## config.mk

```make
export PLATFORM = sky130hd
export DESIGN_NAME = ep_tx_ctrl
export DESIGN_NICKNAME = d
export VERILOG_FILES = /design/src/rtl/ep_tx_pkg.sv /design/src/rtl/ep_tx_state.sv /design/src/rtl/ep_tx_flag.sv /design/src/rtl/ep_tx_resp.sv /design/src/rtl/ep_tx_ctrl.sv
export SDC_FILE = /design/constraint.sdc
export NUM_CORES = 1
export LEC_CHECK = 0
export BUFFER_PORTS_ARGS = -buffer_cell sky130_fd_sc_hd__buf_4
export CAP_MARGIN = 20
export CORE_AREA = 2 2 39 41
export CTS_CLUSTER_DIAMETER = 60
export DETAILED_ROUTE_END_ITERATION = 7
export DIE_AREA = 0 0 41 43
export GPL_ROUTABILITY_DRIVEN = 1
export GPL_TIMING_DRIVEN = 0
export PLACE_DENSITY = 0.54
export SETUP_SLACK_MARGIN = 0.3
export SYNTH_ARGS = -nofsm -noshare
export SYNTH_HDL_FRONTEND = slang
export SYNTH_SLANG_ARGS = --single-unit
```

## constraint.sdc

```tcl
create_clock -name clk -period 1.25 [get_ports clk]
set_input_delay 0 -clock clk [delete_from_list [all_inputs] [get_ports clk]]
set_output_delay 0 -clock clk [all_outputs]
set_load 0.005 [all_outputs]
```

## src/rtl/ep_tx_pkg.sv

```systemverilog
package ep_tx_pkg;
   typedef enum logic [1:0] {
      ST_OFF   = 2'b00,
      ST_STALL = 2'b01,
      ST_NAK   = 2'b10,
      ST_VALID = 2'b11
   } tx_stat_e;

   typedef enum logic [1:0] {
      RSP_NONE  = 2'b00,
      RSP_DATA  = 2'b01,
      RSP_NAK   = 2'b10,
      RSP_STALL = 2'b11
   } tx_resp_e;

   function automatic tx_resp_e stat_to_resp(input tx_stat_e s);
      case (s)
         ST_VALID: return RSP_DATA;
         ST_NAK:   return RSP_NAK;
         ST_STALL: return RSP_STALL;
         default:  return RSP_NONE;
      endcase
   endfunction
endpackage

```

## src/rtl/ep_tx_state.sv

```systemverilog
module ep_tx_state
   import ep_tx_pkg::*;
(
   input  logic     clk,
   input  logic     rst_n,
   input  logic     ack_i,
   input  logic     we_i,
   input  tx_stat_e wdata_i,
   output tx_stat_e stat_o,
   output logic     tog_o,
   output logic     done_o
);
   tx_stat_e stat_q;
   logic     tog_q;
   logic     ack_ok;

   // an ACK only counts when a data packet could have gone out
   assign ack_ok = ack_i && (stat_q == ST_VALID);

   always_ff @(posedge clk or negedge rst_n) begin
      if (!rst_n) begin
         stat_q <= ST_OFF;
         tog_q  <= 1'b0;
      end else begin
         if (ack_ok) begin
            stat_q <= ST_NAK;
            tog_q  <= ~tog_q;
         end else if (we_i) begin
            stat_q <= wdata_i;
         end
      end
   end

   assign stat_o = stat_q;
   assign tog_o  = tog_q;
   assign done_o = ack_ok;
endmodule

```

## src/rtl/ep_tx_flag.sv

```systemverilog
module ep_tx_flag (
   input  logic clk,
   input  logic rst_n,
   input  logic set_i,
   input  logic clr_i,
   output logic flag_o
);
   logic flag_q;

   always_ff @(posedge clk or negedge rst_n) begin
      if (!rst_n)      flag_q <= 1'b0;
      else if (set_i)  flag_q <= 1'b1;
      else if (clr_i)  flag_q <= 1'b0;
   end

   assign flag_o = flag_q;
endmodule

```

## src/rtl/ep_tx_resp.sv

```systemverilog
module ep_tx_resp
   import ep_tx_pkg::*;
#(
   parameter bit REG_RESP = 1'b1
) (
   input  logic     clk,
   input  logic     rst_n,
   input  logic     tok_i,
   input  tx_stat_e stat_i,
   output tx_resp_e resp_o
);
   tx_resp_e resp_d;

   assign resp_d = tok_i ? stat_to_resp(stat_i) : RSP_NONE;

   generate
      if (REG_RESP) begin : g_reg
         tx_resp_e resp_q;
         always_ff @(posedge clk or negedge rst_n) begin
            if (!rst_n) resp_q <= RSP_NONE;
            else        resp_q <= resp_d;
         end
         assign resp_o = resp_q;
      end else begin : g_comb
         logic unused_clk;
         assign unused_clk = clk ^ rst_n;
         assign resp_o = resp_d;
      end
   endgenerate
endmodule

```

## src/rtl/ep_tx_ctrl.sv

```systemverilog
module ep_tx_ctrl
   import ep_tx_pkg::*;
#(
   parameter int EP_W     = 4,
   parameter bit REG_RESP = 1'b1
) (
   input  logic            clk,
   input  logic            rst_n,
   input  logic            in_tok_i,
   input  logic            host_ack_i,
   input  logic            stat_we_i,
   input  logic [1:0]      stat_wdata_i,
   input  logic            flag_clr_i,
   input  logic [EP_W-1:0] ep_num_i,
   output logic [1:0]      resp_o,
   output logic            tog_o,
   output logic            irq_o,
   output logic [EP_W-1:0] irq_ep_o,
   output logic            irq_dir_o
);
   localparam logic DIR_TX = 1'b0;

   generate
      if (EP_W < 1 || EP_W > 8) begin : g_bad_w
         $error("ep_tx_ctrl: EP_W must be 1..8");
      end
   endgenerate

   tx_stat_e stat_w;
   tx_resp_e resp_w;
   logic     done_w;
   logic     flag_w;

   ep_tx_state u_state (
      .clk     (clk),
      .rst_n   (rst_n),
      .ack_i   (host_ack_i),
      .we_i    (stat_we_i),
      .wdata_i (tx_stat_e'(stat_wdata_i)),
      .stat_o  (stat_w),
      .tog_o   (tog_o),
      .done_o  (done_w)
   );

   ep_tx_flag u_flag (
      .clk    (clk),
      .rst_n  (rst_n),
      .set_i  (done_w),
      .clr_i  (flag_clr_i),
      .flag_o (flag_w)
   );

   ep_tx_resp #(.REG_RESP(REG_RESP)) u_resp (
      .clk    (clk),
      .rst_n  (rst_n),
      .tok_i  (in_tok_i),
      .stat_i (stat_w),
      .resp_o (resp_w)
   );

   assign resp_o    = resp_w;
   assign irq_o     = flag_w;
   assign irq_ep_o  = ep_num_i;
   assign irq_dir_o = DIR_TX;
endmodule

```

==> flow_metrics.env, run 1 <==
export IMPL_avgRoutedWirePerCell_microns=8.955
export IMPL_critical_path_class="flip-flop to flip-flop"
export IMPL_grt_max_degree=7
export IMPL_grt_first_pass_wirelength_microns=841
export IMPL_min_to="u_state.stat_o[0]$_DFFE_PN0P_"
export IMPL_drt_iter0_markers=3
export IMPL_fin_hold_ws_ns=0.02571
export IMPL_rows=14
export IMPL_startpoint_type="flip-flop"
export IMPL_globalplace_congestion=0.5881
export IMPL_wirelength_microns=591
export IMPL_wl_met2_microns=243
export IMPL_tritoncts="built"
export IMPL_r2r_end="u_resp.resp_o[0]$_DFF_PN0_"
export IMPL_wl_met1_microns=280
export IMPL_setup_viol=0
export IMPL_leakage_nw=0.2636
export IMPL_netlist_area_sq_um=281.5
export IMPL_min_period_ns=0.9173
export IMPL_powerDensity_nw_per_um2=1196
export IMPL_insertedDiodeCount=0
export IMPL_cp_buffers_inverters=0
export IMPL_slowest_stage="dfrtp_1"
export IMPL_detailed_place_hpwl_microns=416.3
export IMPL_fin_setup_tns_ns=0
export IMPL_area_growth_pct=84.44
export IMPL_drcViolationCount=0
export IMPL_r2r_start="u_state.stat_o[0]$_DFFE_PN0P_"
export IMPL_rsz0062_at_grt="yes"
export IMPL_clock_fmax_ghz=1.090
export IMPL_clockBufferDepth=2
export IMPL_io_buffers=15
export IMPL_start_util_pct=20.34
export IMPL_place_ws_ns=0.2398
export IMPL_yosysSeqAreaShare_pct=53.33
export IMPL_cts_sinks=6
export IMPL_grt_remaining_overflow=0
export IMPL_fill_cells=139
export IMPL_cts_buffers=3
export IMPL_critical_path_required_ns=1.39
export IMPL_min_path_type="primary input to flip-flop"
export IMPL_period_share_pct=73.39
export IMPL_top_layer="met3"
export IMPL_layout_setup_ws_ns=0.3327
export IMPL_crit_fanout=3
export IMPL_synth_seq_cells=6
export IMPL_htreeDepth=1
export IMPL_critical_path_depth=2
export IMPL_synth_area_per_cell_sq_um=11.26
export IMPL_syn_num_nets=39
export IMPL_io_pin_count=21
export IMPL_maxCapViolCount=0
export IMPL_route_met3_wl_microns=67
export IMPL_p_total_w=0.0006211
export IMPL_status="finished, final reports clean"
export IMPL_clk_latency_ns=0.25
export IMPL_min_from="stat_wdata_i[0]"
export IMPL_critPathCaptureType="flip-flop"
export IMPL_design_die_area_sq_um=1763
export IMPL_finClkSkew_ns=0.003783
export IMPL_drt_pass1_iter_count=2
export IMPL_regToRegSetupSlack_ns=0.33
export IMPL_grt_pass1_vias=225
export IMPL_syn_inst=25
export IMPL_vdd_drop_max_mv=0.6583
export IMPL_min_path_cells=3
export IMPL_grt_total_usage_pct=7.871
export IMPL_core_sq_um=1384
export IMPL_reg2reg_depth=2
export IMPL_path_cells="ha_1 > o21a_1"
export IMPL_worstPathArrival_ns=1.05
export IMPL_cpLargestDelayFamily="flip-flops"
export IMPL_hold_viol_final=0
export IMPL_drive_above_1_share_pct=54.00
export IMPL_synth_warning_count=0
export IMPL_die_x_microns=41
export IMPL_ant_nets=0
export IMPL_ys_types=13
export IMPL_viasPerCell=3.591
export IMPL_path_clk_slew_ns=0.05
export IMPL_cts_root_buffer="clkbuf_4"
export IMPL_finalMaxSlewViolations=0
export IMPL_antenna_found_initial=0
export IMPL_via_count=237
export IMPL_max_stage_delay_ns=0.42
export IMPL_die_height_microns=43
export IMPL_finalNetCount=66
## power by group
group	switching (W)	leakage, nW	internal, W	total (W)
logic	0.0000569	0.175	0.000118	0.000174
registers	0.0000289	0.0749	0.000234	0.000263
clock network	0.0000746	0.0138	0.000109	0.000184
## worst register-to-register path, stage by stage, from the launching register on
cell and delay, ns:
dfrtp_1 0.42, ha_1 0.21, o21a_1 0.18
## registers in the layout (all words and copies together) (netlist names)
register / cells
u_resp.resp_o: 2
u_state.stat_o: 2
u_flag.flag_o: 1
u_state.tog_o: 1
## worst max path at each step
stage | start | to | slack (ns)
after global placement | u_state.stat_o[0]$_DFFE_PN0P_ | u_state.stat_o[1]$_DFFE_PN0P_ | 0.26
after global routing | u_state.stat_o[1]$_DFFE_PN0P_ | u_resp.resp_o[0]$_DFF_PN0_ | 0.30
after floorplan | u_state.stat_o[0]$_DFFE_PN0P_ | u_state.stat_o[1]$_DFFE_PN0P_ | 0.34
after detailed placement | u_state.stat_o[0]$_DFFE_PN0P_ | u_flag.flag_o$_DFFE_PN0P_ | 0.24
after CTS | u_state.stat_o[0]$_DFFE_PN0P_ | u_flag.flag_o$_DFFE_PN0P_ | 0.30
final | u_state.stat_o[0]$_DFFE_PN0P_ | u_resp.resp_o[0]$_DFF_PN0_ | 0.33
## through the flow
stage | util [%] | cell area [sq um] | instances
4_1_cts | 36.26 | 501.7 | 65
2_1_floorplan | - | 281.5 | 25
6_report | 37.52 | 519.2 | 66
3_5_place_dp | 29.93 | 414.1 | 56
3_3_place_gp | 29.93 | 414.1 | 56
5_1_grt | 37.52 | 519.2 | 66
## timing repair
item,CTS,global route
pin swaps,0,1
hold endpoints to repair,11,0
gates resized for setup,2,3
setup buffers,0,1
setup endpoints to repair,3,3
hold buffers,6,0
## kinds of logic after synthesis
group,count (synthesis),synth area share [%]
buf+inv,7,16.00
flops,6,53.33
compound gates,4,8.887
simple gates,3,4.891
fa+ha+maj,2,8.887
other cells,1,1.332
xor+xnor,1,3.112
mux,1,3.556
## layer usage
metal / vias to the layer above / global-route usage (%)
met5: - / 0
met3: 0 / 7.853
met1: 99 / 8.497
met2: 15 / 9.688
met4: 0 / 4.000
li1: 123 / -
## cell usage after synthesis, drive strengths merged
cell	instances	area (sq um)
a21oi	1	5.000
buf	5	37.54
conb	1	3.750
dfrtp	6	150.1
ha	2	25.02
inv	2	7.510
mux2i	1	10.01
nand2	2	7.510
nor2b	1	6.260
o211ai	1	7.510
o21a	1	7.510
o21ai	1	5.000
xnor2	1	8.760
## cell usage in the layout, fill, tap and decap left out, types with 3 or more instances in the layout
master,instances
dlygate4sd3_1,6
buf_4,21
clkbuf_4,3
dfrtp_1,6
## area by class of cell
cell class	count	area [sq um]	area share (%)
clock buffer	3	22.52	4.337
multi-input combinational	12	101.3	19.52
tap	16	20.02	3.855
inverter	2	7.507	1.446
timing repair buffer	22	180.2	34.70
sequential	6	150.1	28.92
buffer	5	37.54	7.229
(Power assumes the default switching activity.)
==> run 2, diff against run 1 <==
--- a/config.mk
+++ b/config.mk
@@ -13,7 +13,7 @@
 export DIE_AREA = 0 0 41 43
 export GPL_ROUTABILITY_DRIVEN = 1
 export GPL_TIMING_DRIVEN = 0
-export PLACE_DENSITY = 0.54
+export PLACE_DENSITY = 0.55
 export SETUP_SLACK_MARGIN = 0.3
 export SYNTH_ARGS = -nofsm -noshare
 export SYNTH_HDL_FRONTEND = slang
==> constraint.sdc (replaced) <==
create_clock -name clk -period 0.8 [get_ports clk]
set_input_delay 0 -clock clk [delete_from_list [all_inputs] [get_ports clk]]
set_output_delay 0 -clock clk [all_outputs]
set_load 0.005 [all_outputs]
==> flow_metrics.env, run 2 (same netlist as run 1, synthesis figures left out) <==
export IMPL_status="finished with violations"
export IMPL_violations="negative hold slack, negative setup slack"
export IMPL_grt_first_pass_wirelength_microns=834
export IMPL_rsz0062_at_grt="yes"
export IMPL_drt_pass1_iter_count=1
export IMPL_drcViolationCount=0
export IMPL_crit_fanout=3
export IMPL_tritoncts="built"
export IMPL_clk_latency_ns=0.24
export IMPL_antenna_found_initial=0
export IMPL_die_x_microns=41
export IMPL_clockBufferDepth=2
export IMPL_busiest_layer="met4"
export IMPL_setup_viol=6
export IMPL_grt_max_degree=7
export IMPL_wirelength_microns=552
export IMPL_start_util_pct=20.34
export IMPL_period_share_pct=114.5
export IMPL_ant_nets=0
export IMPL_cts_root_buffer="clkbuf_4"
export IMPL_fill_cells=145
export IMPL_vdd_drop_max_mv=0.6145
export IMPL_grt_pass1_vias=214
export IMPL_core_sq_um=1384
export IMPL_via_count=232
export IMPL_most_common_layout_cells="buf_4, dfrtp_1, buf_6"
export IMPL_finalMaxSlewViolations=0
export IMPL_grt_total_usage_pct=7.467
export IMPL_design_die_area_sq_um=1763
export IMPL_viasPerCell=3.742
export IMPL_maxCapViolCount=0
export IMPL_avgRoutedWirePerCell_microns=8.903
export IMPL_critPathCaptureType="flip-flop"
export IMPL_drt_iter0_markers=0
export IMPL_final_util_pct=37.16
export IMPL_critical_path_class="flip-flop to flip-flop"
export IMPL_path_clk_slew_ns=0.04
export IMPL_insertedDiodeCount=0
export IMPL_met1_usage_pct=9.150
export IMPL_clock_fmax_ghz=1.092
export IMPL_finClkSkew_ns=0.0003880
export IMPL_grt_use_met3_pct=1.571
export IMPL_leakage_nw=0.2588
export IMPL_worstPathArrival_ns=1.03
export IMPL_io_pin_count=21
export IMPL_cts_buffers=3
export IMPL_area_growth_pct=82.67
export IMPL_multi_input_area_sq_um=122.6
export IMPL_met2_usage_pct=8.750
export IMPL_cts_hold_buf=1
export IMPL_place_ws_ns=-0.1072
export IMPL_powerDensity_nw_per_um2=2004
export IMPL_min_period_ns=0.9161
export IMPL_fin_hold_ws_ns=-0.07066
export IMPL_layout_setup_ws_ns=-0.1161
export IMPL_drive_above_1_share_pct=67.39
export IMPL_final_common_cell="buf_4"
export IMPL_finalNetCount=62
export IMPL_critical_path_required_ns=0.91
export IMPL_hold_viol_final=4
export IMPL_rows=14
export IMPL_globalplace_congestion=0.7407
export IMPL_htreeDepth=1
export IMPL_cts_sinks=6
export IMPL_fin_setup_tns_ns=-0.4950
export IMPL_min_path_type="primary input to flip-flop"
export IMPL_startpoint_type="flip-flop"
export IMPL_die_height_microns=43
export IMPL_io_buffers=15
export IMPL_grt_remaining_overflow=0
export IMPL_regArea_sq_um=151.4
-- run 2: through the flow --
stage | std cells | instance area [sq um] | power, W
2_1_floorplan | 25 | 289.0 | 0.0005044
3_3_place_gp | 56 | 421.7 | 0.0006381
3_5_place_dp | 56 | 421.7 | 0.0006412
4_1_cts | 62 | 484.2 | 0.001020
5_1_grt | 62 | 514.2 | 0.001106
6_report | 62 | 514.2 | 0.001031
-- run 2: worst paths after layout --
path | startpoint | to | slack (ns) | cells past startpoint
min in group asynchronous | rst_n | u_resp.resp_o[1]$_DFF_PN0_ | 0.11 | 2
worst min-delay path | flag_clr_i | u_flag.flag_o$_DFFE_PN0P_ | -0.07 | 2
max in group asynchronous | rst_n | u_state.stat_o[0]$_DFFE_PN0P_ | 0.57 | 2
worst max register to register | u_state.stat_o[0]$_DFFE_PN0P_ | u_state.stat_o[1]$_DFFE_PN0P_ | -0.12 | 3
worst min register to register | u_flag.flag_o$_DFFE_PN0P_ | u_flag.flag_o$_DFFE_PN0P_ | 0.54 | 2
worst max-delay path | u_state.stat_o[0]$_DFFE_PN0P_ | u_state.stat_o[1]$_DFFE_PN0P_ | -0.12 | 3
-- run 2: cell type report --
class                      instances  area share (%)
inverter                           2           1.460
tap                               16           3.893
timing repair buffer              18           29.68
sequential                         6           29.44
buffer                             5           7.299
multi-input combinational         12           23.84
clock buffer                       3           4.380
-- run 2: what timing repair did --
| item | in CTS | in global routing |
|---|---|---|
| setup endpoints to repair | 10 | 10 |
| endpoints found under the hold margin | 11 | 4 |
| pin swaps | 1 | 3 |
| gates resized for setup | 5 | 6 |
| setup buffers | 2 | 0 |
-- run 2: where the power goes --
group	internal (W)	total [W]	switching, W
Combinational	0.000236	0.000340	0.000104
Sequential	0.000368	0.000418	0.0000503
Clock	0.000169	0.000272	0.000103
-- run 2: layer usage --
metal  up-vias  routed length (microns)  part of all wire [%]
met4         0                        0                     0
met3         0                       48                   8.7
met1       104                      240                    43
met2        11                      262                    47
met5         -                        0                     0
li1        117                        -                     -
-- run 2: worst max-delay path, cell delays in order (launching register included) --
cell and delay, ns:
dfrtp_2 0.44, ha_4 0.19, nand2_4 0.07, o211ai_1 0.08
==> run 3, diff against run 2 <==
--- a/config.mk
+++ b/config.mk
@@ -7,13 +7,15 @@
 export LEC_CHECK = 0
 export BUFFER_PORTS_ARGS = -buffer_cell sky130_fd_sc_hd__buf_4
 export CAP_MARGIN = 20
+export CELL_PAD_IN_SITES_DETAIL_PLACEMENT = 0
+export CELL_PAD_IN_SITES_GLOBAL_PLACEMENT = 1
 export CORE_AREA = 2 2 39 41
 export CTS_CLUSTER_DIAMETER = 60
 export DETAILED_ROUTE_END_ITERATION = 7
 export DIE_AREA = 0 0 41 43
 export GPL_ROUTABILITY_DRIVEN = 1
 export GPL_TIMING_DRIVEN = 0
-export PLACE_DENSITY = 0.55
+export PLACE_DENSITY = 0.71
 export SETUP_SLACK_MARGIN = 0.3
 export SYNTH_ARGS = -nofsm -noshare
 export SYNTH_HDL_FRONTEND = slang
==> flow_metrics.env, run 3 (same netlist as run 1, synthesis figures left out) <==
export IMPL_slowest_stage="dfrtp_2"
export IMPL_grt_max_degree=7
export IMPL_most_common_layout_cells="buf_4, dfrtp_1, buf_6"
export IMPL_globalplace_congestion=0.6975
export IMPL_viasPerCell=3.672
export IMPL_violations="negative hold slack, negative setup slack"
export IMPL_start_util_pct=20.34
export IMPL_final_area_sq_um=525.5
export IMPL_placed_area_sq_um=421.7
export IMPL_drt_iter0_markers=3
export IMPL_critical_path_required_ns=0.92
export IMPL_avgRoutedWirePerCell_microns=8.234
export IMPL_maxCapViolCount=0
export IMPL_grt_remaining_overflow=0
export IMPL_period_share_pct=112.1
export IMPL_drt_pass1_iter_count=2
export IMPL_vdd_drop_max_mv=0.4835
export IMPL_rsz0062_at_grt="yes"
export IMPL_crit_fanout=3
export IMPL_wirelength_microns=527
export IMPL_cts_hold_buf=1
export IMPL_min_path_type="primary input to flip-flop"
export IMPL_tritoncts="built"
export IMPL_reg2reg_depth=3
export IMPL_max_stage_delay_ns=0.44
export IMPL_clock_fmax_ghz=1.115
export IMPL_area_growth_pct=86.67
export IMPL_clk_latency_ns=0.24
export IMPL_finalMaxSlewViolations=0
export IMPL_fin_hold_ws_ns=-0.04273
export IMPL_finClkSkew_ns=0.001451
export IMPL_met2_usage_pct=8.125
export IMPL_layout_setup_ws_ns=-0.09649
export IMPL_hold_viol_final=5
export IMPL_grt_total_usage_pct=8.165
export IMPL_rows=14
export IMPL_grt_use_met3_pct=3.141
export IMPL_path_cells="ha_4 > nand2_4 > o21ai_0"
export IMPL_finalNetCount=64
export IMPL_fin_cells=64
export IMPL_design_die_area_sq_um=1763
export IMPL_drcViolationCount=0
export IMPL_cts_sinks=6
export IMPL_cts_buffers=3
export IMPL_grt_first_pass_wirelength_microns=876
export IMPL_min_period_ns=0.8965
export IMPL_path_clk_slew_ns=0.04
export IMPL_die_x_microns=41
export IMPL_dp_cells=56
export IMPL_r2r_start="u_state.stat_o[0]$_DFFE_PN0P_"
export IMPL_io_pin_count=21
export IMPL_setup_viol=6
export IMPL_busiest_layer="met1"
export IMPL_leakage_nw=0.2672
export IMPL_min_path_cells=2
export IMPL_worstPathArrival_ns=1.01
export IMPL_insertedDiodeCount=0
export IMPL_htreeDepth=1
export IMPL_startpoint_type="flip-flop"
export IMPL_regToRegSetupSlack_ns=-0.1
export IMPL_ant_nets=0
export IMPL_critPathCaptureType="flip-flop"
export IMPL_drive_above_1_share_pct=66.67
export IMPL_cp_startpoint="u_state.stat_o[0]$_DFFE_PN0P_"
export IMPL_met1_usage_pct=11.07
export IMPL_critical_path_class="flip-flop to flip-flop"
export IMPL_fill_cells=152
export IMPL_antenna_found_initial=0
export IMPL_core_sq_um=1384
export IMPL_die_height_microns=43
export IMPL_io_buffers=15
export IMPL_status="finished with violations"
export IMPL_via_count=235
export IMPL_grt_pass1_vias=196
export IMPL_cts_root_buffer="clkbuf_4"
export IMPL_r2r_end="u_flag.flag_o$_DFFE_PN0P_"
export IMPL_clockBufferDepth=2
export IMPL_final_common_cell="buf_4"
export IMPL_timing_critical_path_to="u_flag.flag_o$_DFFE_PN0P_"
export IMPL_detailed_place_hpwl_microns=413.2
export IMPL_fin_setup_tns_ns=-0.4753
export IMPL_place_ws_ns=-0.1232
export IMPL_powerDensity_nw_per_um2=1980
-- run 3: changes by cell type in the layout (fill, tap and decap cells not counted), sizes merged --
cell / delta
buf: +2
-- run 3: stage by stage --
stage,util (%),total power (W)
after detailed placement,30.47,0.0006417
after CTS,36.08,0.001034
after floorplan,-,0.0005044
final,37.97,0.001041
after global routing,37.97,0.001142
after global placement,30.47,0.0006371
-- run 3: worst max-delay path, delay by kind of cell, from the launching register on --
kind	cells	cell delay, ns
AND/OR/NAND/NOR	1	0.06
AO/OA/AOI/OAI	1	0.08
adder cells (fa/ha/maj)	1	0.19
flip-flops	1	0.44
-- run 3: metal layers --
layer	vias to the layer above	part of all wire (%)
li1	121	-
met1	98	41
met2	14	45
met3	2	10
met4	0	2.8
met5	-	0
-- run 3: power by group --
part / switching, W / internal [W] / total (W) / leakage [nW]
clock: 0.000102 / 0.000169 / 0.000271 / 0.0138
sequential: 0.0000471 / 0.000368 / 0.000415 / 0.0737
combinational: 0.000105 / 0.000249 / 0.000354 / 0.180
-- run 3: timing repair --
action                                 CTS  global route
resized for setup                        5             4
endpoints found under the hold margin   11             4
setup endpoints to repair               10            10
setup buffers                            4             0
cloned                                   0             0
pin swaps                                1             2
-- run 3: worst min-delay path by stage --
stage	endpoint	startpoint	slack, ns
after floorplan	u_flag.flag_o$_DFFE_PN0P_	rst_n	-0.30
after global placement	u_resp.resp_o[0]$_DFF_PN0_	rst_n	-0.19
after detailed placement	u_resp.resp_o[1]$_DFF_PN0_	rst_n	-0.19
after CTS	u_flag.flag_o$_DFFE_PN0P_	flag_clr_i	-0.06
after global routing	u_state.stat_o[0]$_DFFE_PN0P_	host_ack_i	-0.04
final	u_state.stat_o[0]$_DFFE_PN0P_	host_ack_i	-0.04
-- run 3: final cells by class --
cell class / count / area [sq um] / area share [%]
Clock buffer: 3 / 22.52 / 4.286
Tap cell: 16 / 20.02 / 3.810
Buffer: 5 / 37.54 / 7.143
Inverter: 2 / 7.507 / 1.429
Multi-Input combinational cell: 12 / 118.9 / 22.62
Sequential cell: 6 / 151.4 / 28.81
Timing Repair Buffer: 20 / 167.7 / 31.90
